[src/rtl/irqc_pkg.sv]
package irqc_pkg;
    localparam int DATA_W  = 8;
    localparam int NSRC    = 3;
    localparam int SRC_CHG = 0;
    localparam int SRC_TMR = 1;
    localparam int SRC_EXT = 2;

    localparam int CTRL_GIE_BIT = 7;
    localparam int CTRL_EN_LSB  = 4;
    localparam int CTRL_FLG_LSB = 0;
    localparam int CFG_RISE_BIT = 0;

    typedef enum logic [1:0] {
        ADR_CTRL = 2'd0,
        ADR_CFG  = 2'd1,
        ADR_PORT = 2'd2,
        ADR_NONE = 2'd3
    } reg_adr_e;

    typedef struct packed {
        logic            gie;
        logic [NSRC-1:0] en;
        logic [NSRC-1:0] flg;
        logic            rise;
    } regs_st_t;
endpackage

[src/rtl/irqc_sync.sv]
module irqc_sync #(
    parameter int W      = 5,
    parameter int STAGES = 2
) (
    input  logic         clk,
    input  logic         rst_n,
    input  logic [W-1:0] din,
    output logic [W-1:0] dout
);
    logic [W-1:0] stg_d [STAGES];
    logic [W-1:0] stg_q [STAGES];

    always_comb begin
        stg_d[0] = din;
        for (int i = 1; i < STAGES; i++) begin
            stg_d[i] = stg_q[i-1];
        end
    end

    generate
        for (genvar g = 0; g < STAGES; g++) begin : g_stage
            always_ff @(posedge clk or negedge rst_n) begin
                if (!rst_n) stg_q[g] <= '0;
                else        stg_q[g] <= stg_d[g];
            end
        end
    endgenerate

    assign dout = stg_q[STAGES-1];
endmodule

[src/rtl/irqc_detect.sv]
module irqc_detect #(
    parameter int PORT_W = 4
) (
    input  logic              clk,
    input  logic              rst_n,
    input  logic              ext_s,
    input  logic [PORT_W-1:0] port_s,
    input  logic              edge_rise,
    input  logic              snap,
    output logic              ext_ev,
    output logic              chg_ev
);
    typedef struct packed {
        logic              ext_prev;
        logic [PORT_W-1:0] latch;
    } det_st_t;

    det_st_t st_d, st_q;

    always_comb begin
        st_d          = st_q;
        st_d.ext_prev = ext_s;
        if (snap) st_d.latch = port_s;
    end

    always_ff @(posedge clk or negedge rst_n) begin
        if (!rst_n) st_q <= '0;
        else        st_q <= st_d;
    end

    assign ext_ev = edge_rise ? (ext_s & ~st_q.ext_prev) : (~ext_s & st_q.ext_prev);
    assign chg_ev = |(port_s ^ st_q.latch);

    // after a snapshot, a steady port raises no change event
    a_r4_snap_quiet: assert property (@(posedge clk) disable iff (!rst_n)
        snap && $stable(port_s) |=> (!chg_ev || (port_s != $past(port_s))));
endmodule

[src/rtl/irqc_regs.sv]
module irqc_regs
    import irqc_pkg::*;
(
    input  logic              clk,
    input  logic              rst_n,
    input  logic              wr_ctrl,
    input  logic              wr_cfg,
    input  logic [DATA_W-1:0] wdata,
    input  logic [NSRC-1:0]   hw_ev,
    input  logic              irq_ack,
    input  logic              irq_ret,
    output logic              gie,
    output logic [NSRC-1:0]   en,
    output logic [NSRC-1:0]   flg,
    output logic              rise,
    output logic              irq_req
);
    regs_st_t st_d, st_q;
    logic     spare_unused;

    assign spare_unused = ^{wdata[3], wdata[DATA_W-1:1]};

    always_comb begin
        st_d = st_q;
        if (wr_ctrl) begin
            st_d.gie = wdata[CTRL_GIE_BIT];
            st_d.en  = wdata[CTRL_EN_LSB +: NSRC];
            st_d.flg = wdata[CTRL_FLG_LSB +: NSRC];
        end
        st_d.flg = st_d.flg | hw_ev;
        if (wr_cfg)  st_d.rise = wdata[CFG_RISE_BIT];
        if (irq_ret) st_d.gie  = 1'b1;
        if (irq_ack) st_d.gie  = 1'b0;
    end

    always_ff @(posedge clk or negedge rst_n) begin
        if (!rst_n) st_q <= '0;
        else        st_q <= st_d;
    end

    assign gie     = st_q.gie;
    assign en      = st_q.en;
    assign flg     = st_q.flg;
    assign rise    = st_q.rise;
    assign irq_req = st_q.gie & |(st_q.en & st_q.flg);

    // acceptance clears the global enable
    a_r8_ack_clears: assert property (@(posedge clk) disable iff (!rst_n)
        irq_ack |=> !gie);
    // return restores it
    a_r8_ret_sets: assert property (@(posedge clk) disable iff (!rst_n)
        irq_ret && !irq_ack |=> gie);
    // no request while an interrupt is in service
    a_r8_no_nest: assert property (@(posedge clk) disable iff (!rst_n)
        irq_ack && !wr_ctrl |=> !irq_req);

    generate
        for (genvar s = 0; s < NSRC; s++) begin : g_flag_chk
            // a flag holds until software writes
            a_r9_sticky: assert property (@(posedge clk) disable iff (!rst_n)
                flg[s] && !wr_ctrl |=> flg[s]);
            // hardware set beats a clearing write
            a_r9_hw_wins: assert property (@(posedge clk) disable iff (!rst_n)
                hw_ev[s] |=> flg[s]);
        end
    endgenerate
endmodule

[src/rtl/pin_irq_ctrl.sv]
module pin_irq_ctrl
    import irqc_pkg::*;
#(
    parameter int              PORT_W      = 4,
    parameter int              SYNC_STAGES = 2,
    parameter logic [DATA_W-1:0] INT_VECTOR = 8'h04
) (
    input  logic              clk,
    input  logic              rst_n,
    input  logic              ext_pin,
    input  logic [PORT_W-1:0] port_pins,
    input  logic              tmr_ovf,
    input  logic [1:0]        reg_addr,
    input  logic              reg_wr,
    input  logic              reg_rd,
    input  logic [DATA_W-1:0] reg_wdata,
    output logic [DATA_W-1:0] reg_rdata,
    input  logic              irq_ack,
    input  logic              irq_ret,
    output logic              irq_req,
    output logic [DATA_W-1:0] irq_vector
);
    localparam int SYNC_W = PORT_W + 1;

    logic [SYNC_W-1:0] sync_out;
    logic              ext_s;
    logic [PORT_W-1:0] port_s;
    logic              ext_ev, chg_ev;
    logic [NSRC-1:0]   hw_ev;
    logic              gie, rise;
    logic [NSRC-1:0]   en, flg;
    logic              wr_ctrl, wr_cfg, snap;

    assign wr_ctrl = reg_wr && (reg_addr == ADR_CTRL);
    assign wr_cfg  = reg_wr && (reg_addr == ADR_CFG);
    assign snap    = reg_rd && (reg_addr == ADR_PORT);

    irqc_sync #(.W(SYNC_W), .STAGES(SYNC_STAGES)) u_sync (
        .clk  (clk),
        .rst_n(rst_n),
        .din  ({ext_pin, port_pins}),
        .dout (sync_out)
    );

    assign ext_s  = sync_out[SYNC_W-1];
    assign port_s = sync_out[PORT_W-1:0];

    irqc_detect #(.PORT_W(PORT_W)) u_detect (
        .clk      (clk),
        .rst_n    (rst_n),
        .ext_s    (ext_s),
        .port_s   (port_s),
        .edge_rise(rise),
        .snap     (snap),
        .ext_ev   (ext_ev),
        .chg_ev   (chg_ev)
    );

    always_comb begin
        hw_ev          = '0;
        hw_ev[SRC_EXT] = ext_ev;
        hw_ev[SRC_TMR] = tmr_ovf;
        hw_ev[SRC_CHG] = chg_ev;
    end

    irqc_regs u_regs (
        .clk    (clk),
        .rst_n  (rst_n),
        .wr_ctrl(wr_ctrl),
        .wr_cfg (wr_cfg),
        .wdata  (reg_wdata),
        .hw_ev  (hw_ev),
        .irq_ack(irq_ack),
        .irq_ret(irq_ret),
        .gie    (gie),
        .en     (en),
        .flg    (flg),
        .rise   (rise),
        .irq_req(irq_req)
    );

    always_comb begin
        reg_rdata = '0;
        unique case (reg_adr_e'(reg_addr))
            ADR_CTRL: begin
                reg_rdata[CTRL_GIE_BIT]          = gie;
                reg_rdata[CTRL_EN_LSB +: NSRC]   = en;
                reg_rdata[CTRL_FLG_LSB +: NSRC]  = flg;
            end
            ADR_CFG:  reg_rdata[CFG_RISE_BIT] = rise;
            ADR_PORT: reg_rdata[PORT_W-1:0]   = port_s;
            ADR_NONE: reg_rdata = '0;
        endcase
    end

    assign irq_vector = INT_VECTOR;

    // a request always has the global enable behind it
    a_r7_req_needs_gie: assert property (@(posedge clk) disable iff (!rst_n)
        irq_req |-> reg_rdata[CTRL_GIE_BIT] || reg_addr != ADR_CTRL);
endmodule

[config.mk]
export PLATFORM = sky130hd
export DESIGN_NAME = pin_irq_ctrl
export DESIGN_NICKNAME = d
export VERILOG_FILES = /design/src/rtl/irqc_pkg.sv /design/src/rtl/irqc_sync.sv /design/src/rtl/irqc_detect.sv /design/src/rtl/irqc_regs.sv /design/src/rtl/pin_irq_ctrl.sv
export SDC_FILE = /design/constraint.sdc
export NUM_CORES = 1
export LEC_CHECK = 0
export CELL_PAD_IN_SITES_DETAIL_PLACEMENT = 1
export CELL_PAD_IN_SITES_GLOBAL_PLACEMENT = 2
export CORE_UTILIZATION = 24
export DETAILED_ROUTE_END_ITERATION = 8
export GPL_TIMING_DRIVEN = 0
export PLACE_DENSITY_LB_ADDON = 0.1
export SKIP_CTS_REPAIR_TIMING = 1
export SLEW_MARGIN = 10
export SYNTH_ARGS = -nofsm -noshare
export SYNTH_HDL_FRONTEND = slang
export SYNTH_SLANG_ARGS = --single-unit
[constraint.sdc]
create_clock -name clk -period 0.95 [get_ports clk]
set_input_delay 0.095 -clock clk [delete_from_list [all_inputs] [get_ports clk]]
set_output_delay 0.095 -clock clk [all_outputs]
set_load 0.01 [all_outputs]
==> results of run 1 <==
[state kept, by name (all words and copies together) (netlist names)]
name and flops:
u_sync.stg_d 5, u_detect.st_q 5, u_regs.gie 1, u_regs.en 3, u_regs.rise 1, u_sync.dout 5
u_regs.flg 3
[final timing paths]
path | cells past startpoint | slack [ns] | to | startpoint
hold / removal | 1 | 0.006 | u_sync.stg_d[1] | rst_n
setup / recovery | 3 | -0.38 | irq_req | u_regs.flg[2]
max in group asynchronous | 1 | 0.32 | u_regs.rise | rst_n
min in group clk | 3 | 0.21 | u_regs.rise | reg_addr[0]
hold reg to reg | 0 | 0.35 | u_sync.dout[3] | u_sync.stg_d[3]
setup reg to reg | 4 | -0.23 | u_regs.flg[0] | u_sync.dout[1]
[power by group]
| part | internal [W] | switching [W] | leakage [nW] | total [W] |
|---|---|---|---|---|
| clock network | 0.000292 | 0.000298 | 0.0255 | 0.000590 |
| logic | 0.000257 | 0.000166 | 0.394 | 0.000423 |
| registers | 0.00108 | 0.0000714 | 0.263 | 0.00115 |
[placed cells by master, fill, tap and decap left out, types with 2 or more instances in the layout]
cell type / netlist / layout
nand3b_1: 3 / 3
clkbuf_2: 0 / 7
nand2_1: 3 / 3
xor2_1: 4 / 4
conb_1: 2 / 8
buf_4: 8 / 12
nor2_1: 4 / 4
dlymetal6s2s_1: 0 / 3
clkbuf_8: 0 / 3
mux2_2: 8 / 7
buf_2: 0 / 2
clkdlybuf4s50_1: 0 / 15
and2_1: 4 / 4
mux2i_1: 5 / 4
nor2b_1: 2 / 2
dfrtp_1: 23 / 23
buf_6: 2 / 2
a21oi_1: 2 / 2
[through the flow]
stage / setup TNS (ns) / setup slack (ns) / utilization
after floorplan: -0.4148 / -0.09949 / -
after global routing: -2.163 / -0.4825 / 0.3602
after CTS: -10.60 / -0.7503 / 0.3509
final: -1.499 / -0.3824 / 0.3602
after global placement: -17.68 / -0.6166 / 0.3394
after detailed placement: -18.12 / -0.6141 / 0.3394
[area by class of cell]
class | instances | share of cell area
plain buffers | 10 | 0.05948
clock buffers | 3 | 0.02845
clock inverters | 1 | 0.003448
multi-input cells | 51 | 0.2664
flip-flops and latches | 23 | 0.3966
well taps | 50 | 0.04310
repair buffers | 33 | 0.2026
[kinds of logic after synthesis]
group	after synthesis	share of synthesized area
muxes	13	0.1390
and+or+nand+nor	20	0.1253
other	2	0.007447
xor gates and xnor gates	4	0.03474
buffers and inverters	10	0.08189
AOI/OAI and AO/OA	6	0.04094
DFF	23	0.5707
[per-layer routing]
metal | up-vias | GRT usage | part of all wire
li1 | 334 | - | -
met1 | 352 | 0.1128 | 0.45
met2 | 20 | 0.1490 | 0.48
met3 | 2 | 0.02568 | 0.058
met4 | 0 | 0.03989 | 0.0071
met5 | - | 0 | 0
==> results by stage, run 1 <==
Run status:
- The final reports fail on negative setup slack.
- The run finished, with violations left.

Die:
- The die outline width is roughly 67 um.
- During I/O placement, the number of pins put on the boundary was 39.
- The core region area is around 4000 um^2.
- The initial core utilization is 0.2503.
- The cell row count is 23.
- The die extent in y is around 67 um.
- The total die area is 4465 um^2.

Routing:
- The vias per cell is 4.140.
- The count of nets left with antenna violations once routing finished came out at 0.
- The iteration count of the initial detailed-routing pass is 4.
- The DRC violation total after the first TritonRoute iteration is 19.
- Dividing the detail-routed wire length by the instance count gives 11.56 um.
- In the routed design, unresolved DRC markers number 0.
- The total via count after detailed routing is 708.
- The post-detailed-routing wire length is 1.976 mm.

Worst setup path:
- The kind of capture point of the worst setup path is a primary output.
- Together, buffers and inverters on the worst path number 1.
- The kind of start point of the critical path is a flop.
- At the worst endpoint, the required time is around 0.85 ns.
- On the worst path, the slowest cell contributes a delay of about 0.41 ns.
- Of all nets on the critical path, the largest fanout is 3.
- The worst setup path category is reg -> out.
- The worst path arrival time is about 1.2 ns.
- Traced cell by cell, the critical path runs through a222oi_1 > nor2b_1 > clkbuf_2.
- The largest individual stage delay along the critical path comes from the cell dfrtp_1.
- The cell family contributing the most delay on the critical path is flip-flops.

Final layout:
- The fraction of final layout cells sized beyond drive strength 1 is 0.3306.
- The layout has between 400 and 500 filler cells.
- The number of nets in the layout is around 140.
- The final standard cell count with taps included and fillers excluded is 171.
- Registers take between 500 and 600 um^2.
- The number of diodes added for antenna fixing is 0.
- The relative area change from synthesis to final layout is 43.92%.
- The cell area after layout is 1451 um^2.
- The multi-input combinational cell area is 386.6 um^2.

Global routing:
- The number of global-route vias before repair was between 600 and 700.
- The total global routing overflow is 0.
- The first global-routing pass estimated 2.946 mm of wire.
- The number of antenna violations at the first check in global routing is 0.
- The total global routing track utilization is 0.09190.
- The pin count of the biggest net entering global routing is 24.

Timing:
- On the final layout, the worst hold slack is about 0.0064 ns.
- The number of pins with negative max-slew slack in the final report is 0.
- In the post-route analysis, the smallest setup slack over all paths is -0.3824 ns.
- Setup repair after global routing could not meet its margin everywhere.
- The share of the clock period used by the worst path after layout is 1.403.
- Based on the critical path, the design can be clocked at up to between 700 and 800 MHz.
- The number of failing hold endpoints at the final stage was 0.
- The minimum clock period after layout is ~1.3 ns.
- In this run the tightest slew margin relative to its limit is 0.3100.
- At the pin with the least slew margin, the transition time is approximately 1.0 ns.
- The clock arrives with ~0.0026 ns of skew.
- The number of endpoints failing setup at the final stage is 10.

Placement:
- The instance count after placement with tap cells included is approximately 160.
- The routability congestion estimate is between 0.7 and 0.8.
- The number of buffers added on ports is 27.
- Summing all placed instances gives a cell area of between 1000 and 1500 um^2.
- Detailed placement finished with a half-perimeter wire length of roughly 1.4 mm.

Clock network:
- Buffers inserted during clock tree synthesis total 3.
- The CTS sink count is 23.
- The clock tree from TritonCTS is yes.
- After clock tree synthesis, the clock-pin slew on the worst setup and hold paths is ~0.080 ns.
- The longest clock path from root to sink contains 2 buffers.
- Clock tree synthesis selected as its root buffer the cell clkbuf_8.
- The count of H-tree levels built during CTS is 1.
- Clock latency on the worst-skew pair, taken at its later pin, is around 0.26 ns.

Logic synthesis:
- Counting flops with an async set or reset pin after synthesis yields a share of 1.000.
- By count the netlist is led by 23 x dfrtp_1, 8 x buf_4, 8 x mux2_2.
- The cell area after synthesis is 1008 um^2.
- The number of warnings issued by yosys is 0.
- The most instantiated flip-flop cell in the synthesis netlist is dfrtp_1.
- The number of enable flip-flop cells after synthesis is 0.
- The number of distinct library cells after synthesis is 21.
- Of the post-synthesis cell area, the dominant cell type holds 0.5707.
- The top cell type by total area after synthesis is dfrtp_1.
- After synthesis the netlist holds a flip-flop and latch count of 23.
- The most used standard cell by instance count after synthesis is dfrtp_1.
- The synthesized area per cell is between 10 and 15 um^2.
- Synthesis produced a netlist whose cell count is 78.
- In the post-synthesis netlist, the biggest area contributors are dfrtp_1 57%, mux2_2 8.9%, buf_4 6.0%.
- For this run, the register share of the synthesized area comes to 0.5707.

Power and ir drop:
- Summing internal, switching and leakage power gives roughly 0.0022 W.
- IR analysis of the VDD net gives a maximum drop of around 630 uV.
- In this run the power density over the cells is approximately 1500 nW/um^2.
- Summed over all cells, the static leakage comes to 0.6823 nW.

Min path:
- The kind of path behind the tightest hold check is in -> async.

Run:
- Across the run, the number of max-cap violations was 0.
No activity file was read; power rests on OpenSTA's default activity.
==> inputs of run 2 (changes only) <==
--- a/config.mk
+++ b/config.mk
@@ -7,10 +7,11 @@
 export LEC_CHECK = 0
 export CELL_PAD_IN_SITES_DETAIL_PLACEMENT = 1
 export CELL_PAD_IN_SITES_GLOBAL_PLACEMENT = 2
+export CORE_MARGIN = 5
 export CORE_UTILIZATION = 24
 export DETAILED_ROUTE_END_ITERATION = 8
 export GPL_TIMING_DRIVEN = 0
-export PLACE_DENSITY_LB_ADDON = 0.1
+export PLACE_DENSITY_LB_ADDON = 0.05
 export SKIP_CTS_REPAIR_TIMING = 1
 export SLEW_MARGIN = 10
 export SYNTH_ARGS = -nofsm -noshare
==> results by stage, run 2 (synthesis results as in run 1) <==
Timing:
- The minimum clock period after layout is about 1.4 ns.
- The number of failing hold endpoints at the final stage came to 13.
- The transition time at the pin with the least slew margin is 1.017 ns.
- The worst-case setup margin in the final layout is -0.4232 ns.
- In the finished design, the share of the clock period the worst path needs comes to 1.445.
- After routing, the total negative slack on setup checks comes to -1.723 ns.
- The number of endpoints failing setup at the final stage is 10.
- The final hold slack is -0.007763 ns.
- On the final layout, the worst clock skew is 0.0008261 ns.
- Setup repair after global routing could not meet its margin everywhere.
- The number of pins with negative max-slew slack in the final report is 0.
- Derived from the worst setup path, the maximum achievable clock frequency is 728.2 MHz.
- Measured against its own limit, the worst slew margin works out to 0.3211.

Global routing:
- The total global routing track utilization is 0.08697.
- The number of global-route vias before repair is 755.
- Entering global routing, the biggest net connects 24 pins.
- The first-pass GRT wire length is ~3.7 mm.
- The total global routing overflow is 0.
- The number of antenna violations at the first check in global routing is 0.

Routing:
- The count of nets left with antenna violations after detail routing is 0.
- The iteration count of the initial detailed-routing pass is 4.
- The post-detailed-routing wire length is 2.356 mm.
- Dividing the detail-routed via count by the number of cells gives 3.989.
- The final routed wire length divided by cell count is about 13 um.
- Summing over every cut layer, the via total after detailed routing is approximately 700.
- In this run, the number of DRC markers left after iteration 0 of detailed routing was 14.
- For this run, design rule violations remaining after detail routing come to 0.

Placement:
- Routability-driven placement finished with a final weighted congestion of 0.7074.
- The total half-perimeter wirelength after legalization and detailed placement is roughly 1.7 mm.
- The number of buffers added on ports is 27.
- Summing all placed instances gives a cell area of 1368 um^2.

Run status:
- The final reports fail on negative hold slack, negative setup slack.
- The run finished, with violations left.

Final layout:
- In the final layout, the share of cells above drive strength 1 is 0.3600.
- The cell area after layout is between 1000 and 1500 um^2.
- The relative area change from synthesis to final layout is 46.90%.
- In the layout the commonest cells are 23 x dfrtp_1, 16 x buf_4, 16 x clkdlybuf4s50_1.
- Leaving out fill and tap cells, the most frequent cell in the layout is dfrtp_1.
- At the end of the flow the core is filled with cells to 0.3677.
- The number of diodes added for antenna fixing is 0.
- For this run, the post-layout net count is approximately 150.

Run:
- The number of max-cap violations is 0.

Power and ir drop:
- The portion of total power attributed to the clock network is 0.280.
- The relative contribution of sequential cells to total power is 0.520.
- Of the total power, combinational logic draws 0.200.
- Dividing total power by cell area gives a power density of 1492 nW/um^2.
- The maximum resistive drop on vdd is just over 600 uV.
- The cell leakage power is 0.6850 nW.
- In this run the power spent charging and discharging nets is around 0.00057 W.
- The switching power share of the total is 0.2557.
- Internal power comes to 0.001645 W.

Min path:
- The path class of the tightest hold or removal check is in -> async.

Worst setup path:
- The worst setup path is launched from a flop.
- The setup path with the least slack is of type reg -> out.
- In this design, the stage delay of the slowest critical-path cell is between 0.4 and 0.5 ns.
- Counting both buffers and inverters, the worst setup path holds a total of 1.
- The worst setup path is captured at a primary output.
- The worst-path cell with the longest stage delay is dfrtp_1.
- The required time of the worst setup path is 0.85 ns.
- Walking the worst path, the cells encountered are a222oi_1 > nor2b_1 > buf_2.
- Broken down by cell family, the worst path's largest delay share belongs to flip-flops.
- Data on the critical path arrives at its endpoint at between 1 and 1.5 ns.
- In this run the worst path has a maximum fanout of 3.

Clock network:
- The clock edge transition at the registers on the reported setup and hold paths is ~0.08 ns.
- The maximum number of buffers from clock root to sink is 2.
- The TritonCTS buffer count is 3.
- Clock latency on the worst-skew pair, taken at its later pin, is ~0.26 ns.
- TritonCTS built the clock tree.
- The CTS root buffer is clkbuf_8.
- Counting every sink on the clock net gives 23.
- The count of H-tree levels built during CTS is 1.

Die:
- The die extent in y is about 75 um.
- The die covers 5598 um^2.
- The die outline width is approximately 75 um.
- The initial core utilization is 0.2503.
- The boundary pin count is 39.
- After floorplanning, the core was divided into 23 placement rows.
- The total area inside the core boundary comes to around 4000 um^2.
## run 2: final cells by class
cell class	instances	area (um^2)
sequential	23	575.6
clock buffer	3	41.29
multi-input combinational	51	389.1
buffer	10	86.33
clock inverter	1	7.507
tap	50	62.56
fill	456	2547
timing repair buffer	37	319.1
## run 2: metal layers
layer,up-vias,track usage,part of all wire
met4,0,0.01779,0.0085
met2,24,0.1393,0.51
met5,-,0,0
li1,338,-,-
met3,2,0.03738,0.080
met1,334,0.1098,0.40
## run 2: power groups by stage
stage | Clock [W] | Sequential, W | Combinational (W)
2_1_floorplan | 0 | 0.00115 | 0.000231
3_3_place_gp | 0 | 0.00117 | 0.000403
3_5_place_dp | 0 | 0.00117 | 0.000411
4_1_cts | 0.000676 | 0.00115 | 0.000414
5_1_grt | 0.000699 | 0.00116 | 0.000489
6_report | 0.000618 | 0.00115 | 0.000442
## run 2: path summary, 6_finish.rpt
kind	cells after the start	start	slack (ns)	end
setup / recovery	3	u_regs.flg[2]	-0.42	irq_req
hold / removal	1	rst_n	-0.008	u_detect.st_q[3]
setup reg to reg	4	u_sync.dout[0]	-0.18	u_regs.flg[0]
hold reg to reg	0	u_sync.stg_d[3]	0.35	u_sync.dout[3]
max in group asynchronous	1	rst_n	0.34	u_regs.flg[1]
min in group clk	3	reg_addr[0]	0.21	u_regs.rise
## run 2: worst register-to-register path: cells and delay by family, from the launching register on
kind	cells	cell delay (ns)
xor+xnor	1	0.14
buf+inv	1	0.13
flops	1	0.40
simple gates	2	0.36
## run 2: through the flow
step           total power (W)  instances  setup slack, ns
2_1_floorplan         0.001376         84         -0.09949
3_3_place_gp          0.001570        161          -0.6110
3_5_place_dp          0.001582        161          -0.6241
4_1_cts               0.002241        165          -0.7542
5_1_grt               0.002353        175          -0.5337
6_report              0.002210        175          -0.4232
==> inputs of run 3 (changes only) <==
--- a/config.mk
+++ b/config.mk
@@ -12,8 +12,10 @@
 export DETAILED_ROUTE_END_ITERATION = 8
 export GPL_TIMING_DRIVEN = 0
 export PLACE_DENSITY_LB_ADDON = 0.05
+export RECOVER_POWER = 25
 export SKIP_CTS_REPAIR_TIMING = 1
 export SLEW_MARGIN = 10
 export SYNTH_ARGS = -nofsm -noshare
 export SYNTH_HDL_FRONTEND = slang
 export SYNTH_SLANG_ARGS = --single-unit
+export TNS_END_PERCENT = 10
==> results by stage, run 3 (synthesis results as in run 1) <==
Worst setup path:
- For the worst setup path, the data arrival time is approximately 1.3 ns.
- The cell family contributing the most delay on the critical path is flip-flops.
- The biggest fanout along the worst timing path is 3.
- The critical path goes through a222oi_1 > nor2b_1 > clkbuf_2.
- The required time of the worst setup path is ~0.85 ns.
- The worst setup path category is reg -> out.
- The sum of buffers and inverters on the critical path is 1.
- Among all stages on the critical path, the largest delay is contributed by dfrtp_1.
- The worst setup path is launched from a flop.
- The kind of capture point of the worst setup path is a primary output.
- The largest stage delay on the critical path is between 0.4 and 0.5 ns.

Clock network:
- The clock edge transition at the registers on the reported setup and hold paths is around 0.080 ns.
- The CTS sink count is 23.
- Counting the buffers created by CTS gives 3.
- The maximum number of buffers from clock root to sink is 2.
- The clock tree from TritonCTS is yes.
- The later pin in the worst-skew pair is clocked with a latency of approximately 0.26 ns.
- The tree is rooted in a clkbuf_8.
- The count of H-tree levels built during CTS is 1.

Run status:
- The run finished, with violations left.
- The final reports fail on negative setup slack.

Timing:
- The number of pins with negative max-slew slack in the final report is 0.
- The normalized max-slew margin is 0.3049.
- The final clock skew is between 0.0007 and 0.0008 ns.
- Setup repair after global routing could not meet its margin everywhere.
- Setup violations remaining at the end of the flow were counted as 10.
- Static timing analysis puts the maximum clock frequency at around 740 MHz.
- On the final layout, the worst hold slack is 0.002640 ns.
- Across all setup checks in the final design, the least slack found is -0.3972 ns.
- The share of the clock period used by the worst path after layout is 1.418.
- For the pin with the worst max-slew slack, the measured transition is around 1.0 ns.
- The number of failing hold endpoints at the final stage is 0.
- Subtracting the final worst setup slack from the clock period gives 1.347 ns.

Final layout:
- The relative area change from synthesis to final layout is 37.96%.
- The number of nets in the layout is 140.
- After routing the design area is 1391 um^2.
- The library cells used most frequently in the layout, excluding fill and tap cells, are 23 x dfrtp_1, 11 x clkdlybuf4s50_1, 10 x buf_4.
- The fraction of final layout cells sized beyond drive strength 1 is 0.2991.
- The library cell used most frequently in the layout, excluding fill and tap cells, is dfrtp_1.
- At the end of the flow the core is filled with cells to 0.3453.
- The number of diodes added for antenna fixing is 0.
- The fill cell instance count of the final layout is 450.

Die:
- From bottom edge to top edge, the die measures between 70 and 80 um.
- In this run the horizontal extent of the chip is between 70 and 80 um.
- During I/O placement, the number of pins put on the boundary was 39.
- The initial utilization of the core area, before any placement, comes to 0.2503.
- The die covers approximately 5600 um^2.
- After floorplanning, the core was divided into 23 placement rows.
- In this run the standard cell core region covers roughly 4000 um^2.

Routing:
- In the routed design, unresolved DRC markers number 0.
- Once detail routing completed, the nets flagged for antenna violations numbered 0.
- Before antenna repair, the detailed router went through 4 iterations.
- The final routed wire length divided by cell count is about 14 um.
- Summing over every cut layer, the via total after detailed routing is a little under 700.
- For this block, the routed nets add up to about 2.3 mm of wire.
- The vias per cell is 4.138.
- After the first detailed-routing iteration, the DRC count stood at 17.

Min path:
- In this run the worst hold path is classified as in -> async.

Power and ir drop:
- Summed over all cells, the static leakage comes to roughly 0.64 nW.
- The maximum resistive drop on vdd is around 500 uV.
- After layout, the design draws a total of 0.002150 W.
- The power per cell area is between 1500 and 2000 nW/um^2.

Global routing:
- The first global-routing pass estimated 3.553 mm of wire.
- The number of global-route vias before repair is about 730.
- In the global route stage, overall resource usage came out at 0.08826.
- Entering global routing, the biggest net connects 24 pins.
- For this run the aggregate overflow at the end of global routing stands at 0.
- The number of antenna violations at the first check in global routing is 0.

Placement:
- The wire-length estimate of the detail-placed layout is between 1.5 and 2 mm.
- The post-placement setup slack is -0.6038 ns.
- The number of buffers added on ports is 27.
- The total placed instance area is roughly 1400 um^2.
- The routability congestion estimate is a little under 0.7.

Run:
- The number of max-cap violations is 0.
[run 3: changes by cell type in the layout (fill, tap and decap cells not counted), moves of 2 or more]
cell,delta
buf_4,-6
buf_6,-2
clkbuf_2,+2
clkdlybuf4s50_1,-5
dlygate4sd3_1,+5
[run 3: routing by layer]
metal | GRT usage | vias up | wire length (um)
li1 | - | 324 | -
met1 | 0.1078 | 336 | 925
met2 | 0.1373 | 26 | 1091
met3 | 0.03338 | 5 | 200
met4 | 0.04150 | 0 | 46
met5 | 0 | - | 0
[run 3: through the flow]
step | std cells | setup TNS [ns]
after floorplan | 84 | -0.4433
after global placement | 161 | -18.18
after detailed placement | 161 | -18.30
after CTS | 165 | -10.50
after global routing | 167 | -2.155
final | 167 | -1.382
[run 3: worst register-to-register path: stages, from the launching register on]
cell     delay (ns)
dfrtp_1        0.41
xor2_1         0.18
nor4_2         0.30
nand2_1        0.08
[run 3: power breakdown]
group / internal (W) / leakage, nW / switching (W)
logic: 0.000230 / 0.353 / 0.000164
clock network: 0.000293 / 0.0255 / 0.000315
registers: 0.00108 / 0.263 / 0.0000709
[run 3: final timing paths]
path | from | to | slack (ns) | cells past startpoint
max | u_regs.flg[2] | irq_req | -0.40 | 3
min | rst_n | u_sync.dout[1] | 0.003 | 1
max reg2reg | u_sync.dout[0] | u_regs.flg[0] | -0.13 | 3
min reg2reg | u_sync.stg_d[2] | u_sync.dout[2] | 0.36 | 0
max in group asynchronous | rst_n | u_regs.en[0] | 0.32 | 1
min in group clk | reg_addr[0] | u_regs.rise | 0.21 | 3
[run 3: final cells by class]
cell class                      count  area (um^2)  area share
Clock buffer                        3        41.29     0.02968
Clock inverter                      1        5.005    0.003597
Buffer                             10        82.58     0.05935
Timing Repair Buffer               29        245.2      0.1763
Sequential cell                    23        575.6      0.4137
Tap cell                           50        62.56     0.04496
Multi-Input combinational cell     51        379.1      0.2725
